### src/rtl/ocmp_pkg.sv
package ocmp_pkg;
  localparam int CNT_W  = 16;
  localparam int BYTE_W = 8;
  localparam int ADDR_W = 2;
  localparam int STAT_FLAG_BIT = 6;

  typedef enum logic [ADDR_W-1:0] {
    REG_CMP_HI = 2'd0,
    REG_CMP_LO = 2'd1,
    REG_STAT   = 2'd2,
    REG_SPARE  = 2'd3
  } reg_sel_e;

  // Equality test between the running count and the programmed value.
  function automatic logic words_match(input logic [CNT_W-1:0] cnt,
                                       input logic [CNT_W-1:0] cmp);
    return (cnt ^ cmp) == '0;
  endfunction

  // Next phase of a modulo-N phase counter.
  function automatic int unsigned next_phase(input int unsigned ph,
                                             input int unsigned modulus);
    return (ph + 1 >= modulus) ? 0 : ph + 1;
  endfunction

  // Status byte image for a given flag state.
  function automatic logic [BYTE_W-1:0] status_image(input logic flag);
    logic [BYTE_W-1:0] v;
    v = '0;
    v[STAT_FLAG_BIT] = flag;
    return v;
  endfunction
endpackage

### src/rtl/ocmp_strobe_gen.sv
module ocmp_strobe_gen #(
  parameter int DIV = 4
) (
  input  logic clk,
  input  logic rst_n,
  output logic strobe
);
  localparam int PH_W = (DIV > 1) ? $clog2(DIV) : 1;
  localparam logic [PH_W-1:0] PH_LAST = PH_W'(DIV - 1);

  logic [PH_W-1:0] ph_q;
  logic [PH_W-1:0] ph_d;

  always_comb begin
    ph_d = PH_W'(ocmp_pkg::next_phase(int'(ph_q), DIV));
  end

  always_ff @(posedge clk) begin
    if (!rst_n) ph_q <= '0;
    else        ph_q <= ph_d;
  end

  assign strobe = (ph_q == PH_LAST);

  generate
    if (DIV > 1) begin : g_strobe_chk

      strobe_gap_chk: assert property (@(posedge clk) disable iff (!rst_n)
        strobe |=> !strobe)
        else $error("strobe high on two consecutive clocks");
    end
  endgenerate
endmodule

### src/rtl/ocmp_cmp_regs.sv
module ocmp_cmp_regs
  import ocmp_pkg::*;
(
  input  logic              clk,
  input  logic              rst_n,
  input  logic [ADDR_W-1:0] addr,
  input  logic [BYTE_W-1:0] wdata,
  input  logic              wr_en,
  input  logic              rd_en,
  output logic [CNT_W-1:0]  cmp_val,
  output logic              inhibit,
  output logic              hi_wr,
  output logic              lo_access,
  output logic              stat_rd
);
  logic [BYTE_W-1:0] hi_q, lo_q;
  logic              inh_q;
  logic              lo_wr;

  assign hi_wr     = wr_en && (addr == REG_CMP_HI);
  assign lo_wr     = wr_en && (addr == REG_CMP_LO);
  assign lo_access = (wr_en || rd_en) && (addr == REG_CMP_LO);
  assign stat_rd   = rd_en && (addr == REG_STAT);

  always_ff @(posedge clk) begin
    if (!rst_n) begin
      hi_q  <= '1;
      lo_q  <= '1;
      inh_q <= 1'b0;
    end else begin
      if (hi_wr) begin
        hi_q  <= wdata;
        inh_q <= 1'b1;
      end
      if (lo_wr) begin
        lo_q  <= wdata;
        inh_q <= 1'b0;
      end
    end
  end

  assign cmp_val = {hi_q, lo_q};
  assign inhibit = inh_q;


  hi_suspends_chk: assert property (@(posedge clk) disable iff (!rst_n)
    hi_wr |=> inhibit)
    else $error("high-byte write did not suspend compares");


  lo_resumes_chk: assert property (@(posedge clk) disable iff (!rst_n)
    (wr_en && addr == REG_CMP_LO) |=> !inhibit)
    else $error("low-byte write did not resume compares");
endmodule

### src/rtl/ocmp_flag.sv
module ocmp_flag (
  input  logic clk,
  input  logic rst_n,
  input  logic hit,
  input  logic stat_rd,
  input  logic lo_access,
  output logic flag
);
  logic flag_q, arm_q, clr;

  assign clr = arm_q && lo_access;

  always_ff @(posedge clk) begin
    if (!rst_n) begin
      flag_q <= 1'b0;
      arm_q  <= 1'b0;
    end else begin
      if (hit)      flag_q <= 1'b1;
      else if (clr) flag_q <= 1'b0;
      if (clr)                   arm_q <= 1'b0;
      else if (stat_rd && flag_q) arm_q <= 1'b1;
    end
  end

  assign flag = flag_q;


  flag_set_chk: assert property (@(posedge clk) disable iff (!rst_n)
    hit |=> flag)
    else $error("match did not set flag");


  flag_cause_chk: assert property (@(posedge clk) disable iff (!rst_n)
    $rose(flag) |-> $past(hit))
    else $error("flag rose without a match");


  flag_hold_chk: assert property (@(posedge clk) disable iff (!rst_n)
    (flag && !lo_access) |=> flag)
    else $error("flag dropped without a low-byte access");


  flag_clear_chk: assert property (@(posedge clk) disable iff (!rst_n)
    (clr && !hit) |=> !flag)
    else $error("armed low-byte access did not clear flag");
endmodule

### src/rtl/ocmp_unit.sv
module ocmp_unit
  import ocmp_pkg::*;
#(
  parameter int DIV = 4
) (
  input  logic              clk,
  input  logic              rst_n,
  input  logic [CNT_W-1:0]  cnt_val,
  input  logic [ADDR_W-1:0] bus_addr,
  input  logic [BYTE_W-1:0] bus_wdata,
  input  logic              bus_wr,
  input  logic              bus_rd,
  output logic [BYTE_W-1:0] bus_rdata,
  input  logic              cmp_ie,
  input  logic              pin_sel,
  input  logic              port_dout0,
  input  logic              port_dir0,
  output logic              cmp_strobe,
  output logic              cmp_flag,
  output logic              irq,
  output logic              pin_out,
  output logic              pin_oe
);
  logic [CNT_W-1:0] cmp_val;
  logic inhibit, hi_wr, lo_access, stat_rd;
  logic hit;

  ocmp_strobe_gen #(.DIV(DIV)) u_strobe (
    .clk   (clk),
    .rst_n (rst_n),
    .strobe(cmp_strobe)
  );

  ocmp_cmp_regs u_regs (
    .clk      (clk),
    .rst_n    (rst_n),
    .addr     (bus_addr),
    .wdata    (bus_wdata),
    .wr_en    (bus_wr),
    .rd_en    (bus_rd),
    .cmp_val  (cmp_val),
    .inhibit  (inhibit),
    .hi_wr    (hi_wr),
    .lo_access(lo_access),
    .stat_rd  (stat_rd)
  );

  assign hit = cmp_strobe && !inhibit && words_match(cnt_val, cmp_val);

  ocmp_flag u_flag (
    .clk      (clk),
    .rst_n    (rst_n),
    .hit      (hit),
    .stat_rd  (stat_rd),
    .lo_access(lo_access),
    .flag     (cmp_flag)
  );

  always_comb begin
    unique case (bus_addr)
      REG_CMP_HI: bus_rdata = cmp_val[CNT_W-1 -: BYTE_W];
      REG_CMP_LO: bus_rdata = cmp_val[BYTE_W-1:0];
      REG_STAT:   bus_rdata = status_image(cmp_flag);
      default:    bus_rdata = '0;
    endcase
  end

  assign irq     = cmp_flag && cmp_ie;
  assign pin_out = pin_sel ? cmp_flag : port_dout0;
  assign pin_oe  = pin_sel ? 1'b1     : port_dir0;


  hit_on_strobe_chk: assert property (@(posedge clk) disable iff (!rst_n)
    hit |-> cmp_strobe)
    else $error("match accepted off strobe");


  no_hit_suspended_chk: assert property (@(posedge clk) disable iff (!rst_n)
    inhibit |-> !hit)
    else $error("match accepted while suspended");


  irq_needs_enable_chk: assert property (@(posedge clk) disable iff (!rst_n)
    irq |-> (cmp_ie && cmp_flag))
    else $error("interrupt without enabled flag");
endmodule

### config.mk
export PLATFORM = sky130hd
export DESIGN_NAME = ocmp_unit
export DESIGN_NICKNAME = d
export VERILOG_FILES = /design/src/rtl/ocmp_pkg.sv /design/src/rtl/ocmp_strobe_gen.sv /design/src/rtl/ocmp_cmp_regs.sv /design/src/rtl/ocmp_flag.sv /design/src/rtl/ocmp_unit.sv
export SDC_FILE = /design/constraint.sdc
export NUM_CORES = 1
export LEC_CHECK = 0
export ABC_AREA = 1
export BUFFER_PORTS_ARGS = -buffer_cell sky130_fd_sc_hd__buf_2
export CAP_MARGIN = 20
export CORE_ASPECT_RATIO = 1.75
export CORE_MARGIN = 3
export CORE_UTILIZATION = 52
export CTS_CLUSTER_DIAMETER = 150
export DETAILED_ROUTE_END_ITERATION = 6
export PLACE_DENSITY = 0.9
export SYNTH_ARGS = -nofsm -noshare
export SYNTH_HDL_FRONTEND = slang
export SYNTH_HIERARCHICAL = 1
export SYNTH_SLANG_ARGS = --single-unit
### constraint.sdc
create_clock -name clk -period 2.4 [get_ports clk]
set_input_delay 0.48 -clock clk [delete_from_list [all_inputs] [get_ports clk]]
set_output_delay 0.48 -clock clk [all_outputs]
set_load 0.005 [all_outputs]
==> results of run 1 <==
-- layout make-up --
class / count / area share
timing repair buffer: 46 / 0.154
sequential: 21 / 0.282
tap: 24 / 0.0202
clock buffer: 4 / 0.0176
inverter: 27 / 0.0680
multi-input combinational: 134 / 0.458
-- metrics by stage --
stage,util,hold WS [ns],cells
after floorplan,-,0.421,188
after global placement,0.665,0.441,252
after detailed placement,0.665,0.452,252
after CTS,0.677,0.428,256
after global routing,0.677,0.432,256
final,0.677,0.434,256
-- flip-flops by register name, summed over array words and instances, names as in the netlist --
register / cells
u_flag/flag: 1
u_regs/inhibit: 1
u_regs/lo_q: 8
u_flag/arm_q: 1
u_regs/hi_q: 8
u_strobe/ph_q: 2
-- power breakdown --
| group | switching (mW) | total, mW | internal, mW |
|---|---|---|---|
| sequential | 0.0154 | 0.383 | 0.368 |
| combinational | 0.0924 | 0.163 | 0.0710 |
| clock | 0.101 | 0.165 | 0.0647 |
-- metal layers --
metal  wire (um)  global-route usage  vias up
met2        1630               0.395       52
li1            -                   -      693
met5           0                   0        -
met3         204              0.0254       11
met1        1100               0.235      598
met4          96              0.0940        0
-- critical path: stages --
cell	delay (ns)
buf_2	0.27
inv_2	0.07
nor2_2	0.16
inv_2	0.10
o221ai_2	0.13
buf_2	0.14
-- worst paths after layout --
| check | start | end | cells after the start |
|---|---|---|---|
| max | bus_addr[0] | bus_rdata[6] | 6 |
| min | bus_wdata[5] | u_regs/hi_q[5] | 3 |
| max reg2reg | u_strobe/ph_q[0] | u_flag/flag | 9 |
| min reg2reg | u_strobe/ph_q[0] | u_strobe/ph_q[0] | 1 |
==> reports/summary.txt, run 1 <==
TritonCTS Buffers: 3
CTS tree: built
Syn_nets: 224
Average wire per standard cell: 11.8 um
Leak: 0.857 nW
Post-CTS setup buffers: 0
Aggregate global routing overflow: 0
Vias in the first global route: 1243
PnR Total Power: 0.712 mW
Most common cell after layout, fill and taps aside: nand2_1
YS warnings: 6
Antenna violations before repair: 0
Cell area after layout: 0.00149 mm^2
Storage element area: 420 um^2
Final HPWL DP: 2.42 mm
Cells after synthesis: 188
Die W: 43.0 um
Diode count: 0
CP Max Fanout: 14
Critical path type: input port to primary output
Mapped Area: 0.00125 mm^2
Clk slew on worst S/H paths: 0.11 ns
Vias post-DR: 1354
Starting Density: 0.566
DR vias/cell: 5.29
Worst Slack Setup Final: 0.557 ns
I/O Buffers: 46
Max Fclk: 543 MHz
Worst-Skew Late Latency: 0.30 ns
First-pass GRT wire length: 5.15 mm
Setup-failing EPs final: 0
Power Dens Cells: 478 mW/mm^2
Slew Limit Fails: 0
TNS Setup: 0 ns
Post-DP Area: 0.00146 mm^2
Reg2Reg Setup Slack: 1.12 ns
Worst-margin pin slew: 0.357 ns
Pin count of the biggest net entering global routing: 22
DRT Pass-1 Iters: 4
Post-route DRC violation count: 0
CTS Hold Bufs: 0
# clock sinks: 21
Crit path arrival time: 1.36 ns
H-Tree Depth: 1
Final period utilization: 0.768
Final wirelength: 3.03 mm
Fin Clk Skew: 0.00316 ns
Worst rel slew slack: 0.762
Min-Delay Path Class: input port to flop
Crit path launch type: input port
Final hold vios: 0
RSZ-0062 raised after global routing: no
Die area: 0.00305 mm^2
Crit path time final: 1.84 ns
Post-CTS Resized: 0
Top Ports: 47
Status: complete, no violations
Routability cong.: 0.930
Peak VDD IR: 0.432 mV
Rows: 22
CTS Buffer Depth: 2
Worst Path Required: 1.92 ns
Die Span Y: 70.8 um
Pre-CTS WS: 0.564 ns
Crit. End Element: primary output
CTS Root Cell: clkbuf_4
Fin nets: 269
Most frequent cells in the layout: 53 x nand2_1, 46 x buf_2, 29 x nand3_1, 21 x dfxtp_1, 18 x inv_1
Area growth syn-to-layout: 19.5%
Post-route antenna net violation count: 0
Gr usage total: 0.214
Fill count: 223
Area of the multi-input gates: 682 um^2
Max_cap viols: 0
DR iter-0 viols: 41
Core area: 0.00220 mm^2
Layout cells sized above 1: 0.289
Synthesized area per cell: 6.64 um^2
No activity file was read; power rests on OpenSTA's default activity.
==> run 2: changes to the inputs <==
--- a/config.mk
+++ b/config.mk
@@ -5,15 +5,15 @@
 export SDC_FILE = /design/constraint.sdc
 export NUM_CORES = 1
 export LEC_CHECK = 0
-export ABC_AREA = 1
+export ABC_AREA = 0
 export BUFFER_PORTS_ARGS = -buffer_cell sky130_fd_sc_hd__buf_2
 export CAP_MARGIN = 20
 export CORE_ASPECT_RATIO = 1.75
 export CORE_MARGIN = 3
-export CORE_UTILIZATION = 52
+export CORE_UTILIZATION = 43
 export CTS_CLUSTER_DIAMETER = 150
 export DETAILED_ROUTE_END_ITERATION = 6
-export PLACE_DENSITY = 0.9
+export PLACE_DENSITY = 0.8
 export SYNTH_ARGS = -nofsm -noshare
 export SYNTH_HDL_FRONTEND = slang
 export SYNTH_HIERARCHICAL = 1
==> constraint.sdc (replaced) <==
create_clock -name clk -period 1.5 [get_ports clk]
set_input_delay 0.3 -clock clk [delete_from_list [all_inputs] [get_ports clk]]
set_output_delay 0.3 -clock clk [all_outputs]
set_load 0.005 [all_outputs]
==> run 2 against run 1 <==
Net effect:
- the flow now finishes with violations (setup timing)
- worst hold slack lost 0.13 ns
- sequential cell count is the same
- utilization shrank 11 points
- design area grew 3.9%
- largest cell class unchanged
- largest power group unchanged
- global-route usage shrank 2.5 points
- die area grew 17%
- critical path depth is the same
- first-iteration DRC count shrank 41%
- combinational power grew 36%
- synthesized cell count shrank 31%
==> reports/summary.txt, run 2 <==
# clock sinks: 21 (unchanged)
Reg2Reg Depth: 6 (-3)
Most used DFF post-synth: dfxtp_1
Final HPWL DP: 2.39 mm (-1.5%)
Largest regs: u_regs/hi_q (8), u_regs/lo_q (8), u_strobe/ph_q (2)
Crit. End Element: flop
Post-route antenna net violation count: 0 (unchanged)
CTS tree: built
Mapped Area: 0.00123 mm^2 (-1.1%)
Number of synthesized flops with an enable pin: 0
Diode count: 0 (unchanged)
Post-DP Area: 0.00149 mm^2 (+1.6%)
Vias post-DR: 1066 (-21%)
R2R Path Start: u_regs/hi_q[5]
Hold path endpoint: u_regs/lo_q[6]
Worst Path Required: 1.69 ns (-0.23 ns)
CTS Buffer Depth: 2 (unchanged)
Crit path cell chain: xor2_1 -> nor4_1 -> nand4_1 -> nor4_2 -> o21ai_1 -> a31oi_1
Highest Signal Layer: met4
YS warnings: 6 (unchanged)
TNS Setup: -0.0607 ns (-0.0607 ns)
Worst-margin pin slew: 0.409 ns (+0.0520 ns)
Most frequent cells after synthesis: 25 x nor2b_1, 24 x mux2i_1, 21 x dfxtp_1, 16 x xor2_1, 9 x nor2_1
Peak VDD IR: 0.612 mV (+42%)
Status: finished with violations
Distinct cells, synth: 28
Fin nets: 212 (-21%)
Post-route DRC violation count: 0 (unchanged)
Antenna violations before repair: 0 (unchanged)
Slew Limit Fails: 0 (unchanged)
Count leader, synth: nor2b_1
Cell area after layout: 0.00155 mm^2 (+3.9%)
Power Dens Cells: 771 mW/mm^2 (+61%)
Ys async rst share: 0
Crit path arrival time: 1.75 ns (+0.39 ns)
Reg2Reg Setup Slack: -0.06 ns (-1.18 ns)
Seq/Total Area, Yosys: 0.341
Top Ports: 47 (unchanged)
Core area: 0.00272 mm^2 (+24%)
Inst Count DP: 198 (-21%)
CP peak stage delay: 0.35 ns (+0.08 ns)
CTS Root Cell: clkbuf_8
First-pass GRT wire length: 5.07 mm (-1.6%)
Rows: 25 (+14%)
Pre-CTS WS: -0.139 ns (-0.702 ns)
Worst rel slew slack: 0.728 (-0.0346)
Worst Slack Setup Final: -0.0607 ns (-0.618 ns)
Hold path startpoint: bus_wdata[6]
Final period utilization: 1.04
H-Tree Depth: 1 (unchanged)
Most common cell after layout, fill and taps aside: buf_2
Setup-failing EPs final: 1 (+1)
Die Span Y: 76.9 um (+8.6%)
Hold slack: 0.307 ns (-0.128 ns)
Final wirelength: 3.11 mm (+2.7%)
CP Max Fanout: 3 (-11)
Die area: 0.00357 mm^2 (+17%)
Critical path type: flop to flop
Max Fclk: 641 MHz
WL met2: 1.71 mm (+4.9%)
DR iter-0 viols: 24 (-41%)
TritonCTS Buffers: 3 (unchanged)
Crit path launch type: flop
Vias in the first global route: 1094 (-12%)
Aggregate global routing overflow: 0 (unchanged)
M1 WL: 1.21 mm (+9.4%)
Seq cells post-synth: 21
Synth top area share: 0.341
Crit path time final: 1.56 ns
Hold path depth: 3 (unchanged)
Layout cells sized above 1: 0.354 (+0.0655)
Average wire per standard cell: 15.4 um (+30%)
RSZ-0062 raised after global routing: yes
Worst-Skew Late Latency: 0.26 ns (-0.04 ns)
Leak: 0.716 nW (-16%)
Final hold vios: 0 (unchanged)
Starting Density: 0.453 (-0.113)
Clk slew on worst S/H paths: 0.08 ns (-0.03 ns)
WL met3: 136 um (-33%)
Die W: 46.5 um (+8.1%)
Post-CTS setup buffers: 0 (unchanged)
DR vias/cell: 5.28 (-0.22%)
Routability cong.: 0.754 (-19%)
Syn_nets: 165 (-26%)
Critical R2R Capture: u_flag/flag
Fin Clk Skew: 0.00301 ns (-0.000148 ns)
Gr usage total: 0.189 (-0.0249)
I/O Buffers: 46 (unchanged)
Violated checks: setup timing
Min-Delay Path Class: input port to flop
Cells after synthesis: 129 (-31%)
DRT Pass-1 Iters: 4 (unchanged)
Most frequent cells in the layout: 46 x buf_2, 25 x nor2b_1, 24 x mux2i_1, 17 x dfxtp_1, 16 x xor2_1
Synth area leaders: dfxtp_1 34%, mux2i_1 19%, nor2b_1 13%
Final Core Density: 0.569 (-0.108)
Final std cells w/o fill: 202 (-21%)
Post-synth top area cell: dfxtp_1
Area growth syn-to-layout: 25.6%
Synthesized area per cell: 9.56 um^2 (+44%)
Pin count of the biggest net entering global routing: 31 (+41%)
Max_cap viols: 0 (unchanged)
CP max-delay cell: dfxtp_1
PnR Total Power: 1.19 mW (+68%)
-- run 2: how the worst max path moves through the flow --
stage,from,end,slack (ns),cells past startpoint
5_1_grt,u_regs/hi_q[6],u_flag/flag,-0.13,6
6_report,u_regs/hi_q[5],u_flag/flag,-0.06,6
3_5_place_dp,cnt_val[15],u_flag/flag,-0.14,7
2_1_floorplan,u_regs/hi_q[5],u_flag/flag,0.22,6
4_1_cts,u_regs/lo_q[2],u_flag/flag,-0.06,6
3_3_place_gp,cnt_val[15],u_flag/flag,-0.13,7
-- run 2: cells by family after synthesis --
logic type | synth area share
AOI/OAI and AO/OA | 0.0213
xor gates and xnor gates | 0.114
adders and majority gates | 0.0203
buffers and inverters | 0.0304
DFF | 0.341
muxes | 0.204
and+or+nand+nor | 0.270
-- run 2: layout make-up --
cell class              count  area (um^2)
repair buffers             48          245
multi-input cells         100          787
flip-flops and latches     21          425
inverters                   2         12.5
well taps                  27         33.8
fillers                   253         1170
clock buffers               4         45.0
-- run 2: routing by layer --
metal / global-route usage / up-vias
met5: 0 / -
met4: 0.0855 / 0
met3: 0.0141 / 6
met2: 0.323 / 36
met1: 0.224 / 497
li1: - / 527
-- run 2: report_power, final --
| group | total (mW) | internal, mW | switching, mW |
|---|---|---|---|
| clock | 0.368 | 0.189 | 0.179 |
| sequential | 0.604 | 0.583 | 0.0218 |
| combinational | 0.221 | 0.116 | 0.105 |
| total | 1.19 | 0.888 | 0.306 |
-- run 2: critical path: cells and delay by family (launching register included) --
| kind | cells | cell delay, ns |
|---|---|---|
| AOI/OAI and AO/OA | 2 | 0.26 |
| xor gates and xnor gates | 1 | 0.17 |
| DFF | 1 | 0.35 |
| and+or+nand+nor | 3 | 0.71 |
-- run 2: what timing repair did --
action | in CTS | in global routing
setup endpoints to repair | 1 | 1
pin swaps | 2 | 1
hold buffers | 0 | 0
resized for setup | 5 | 1
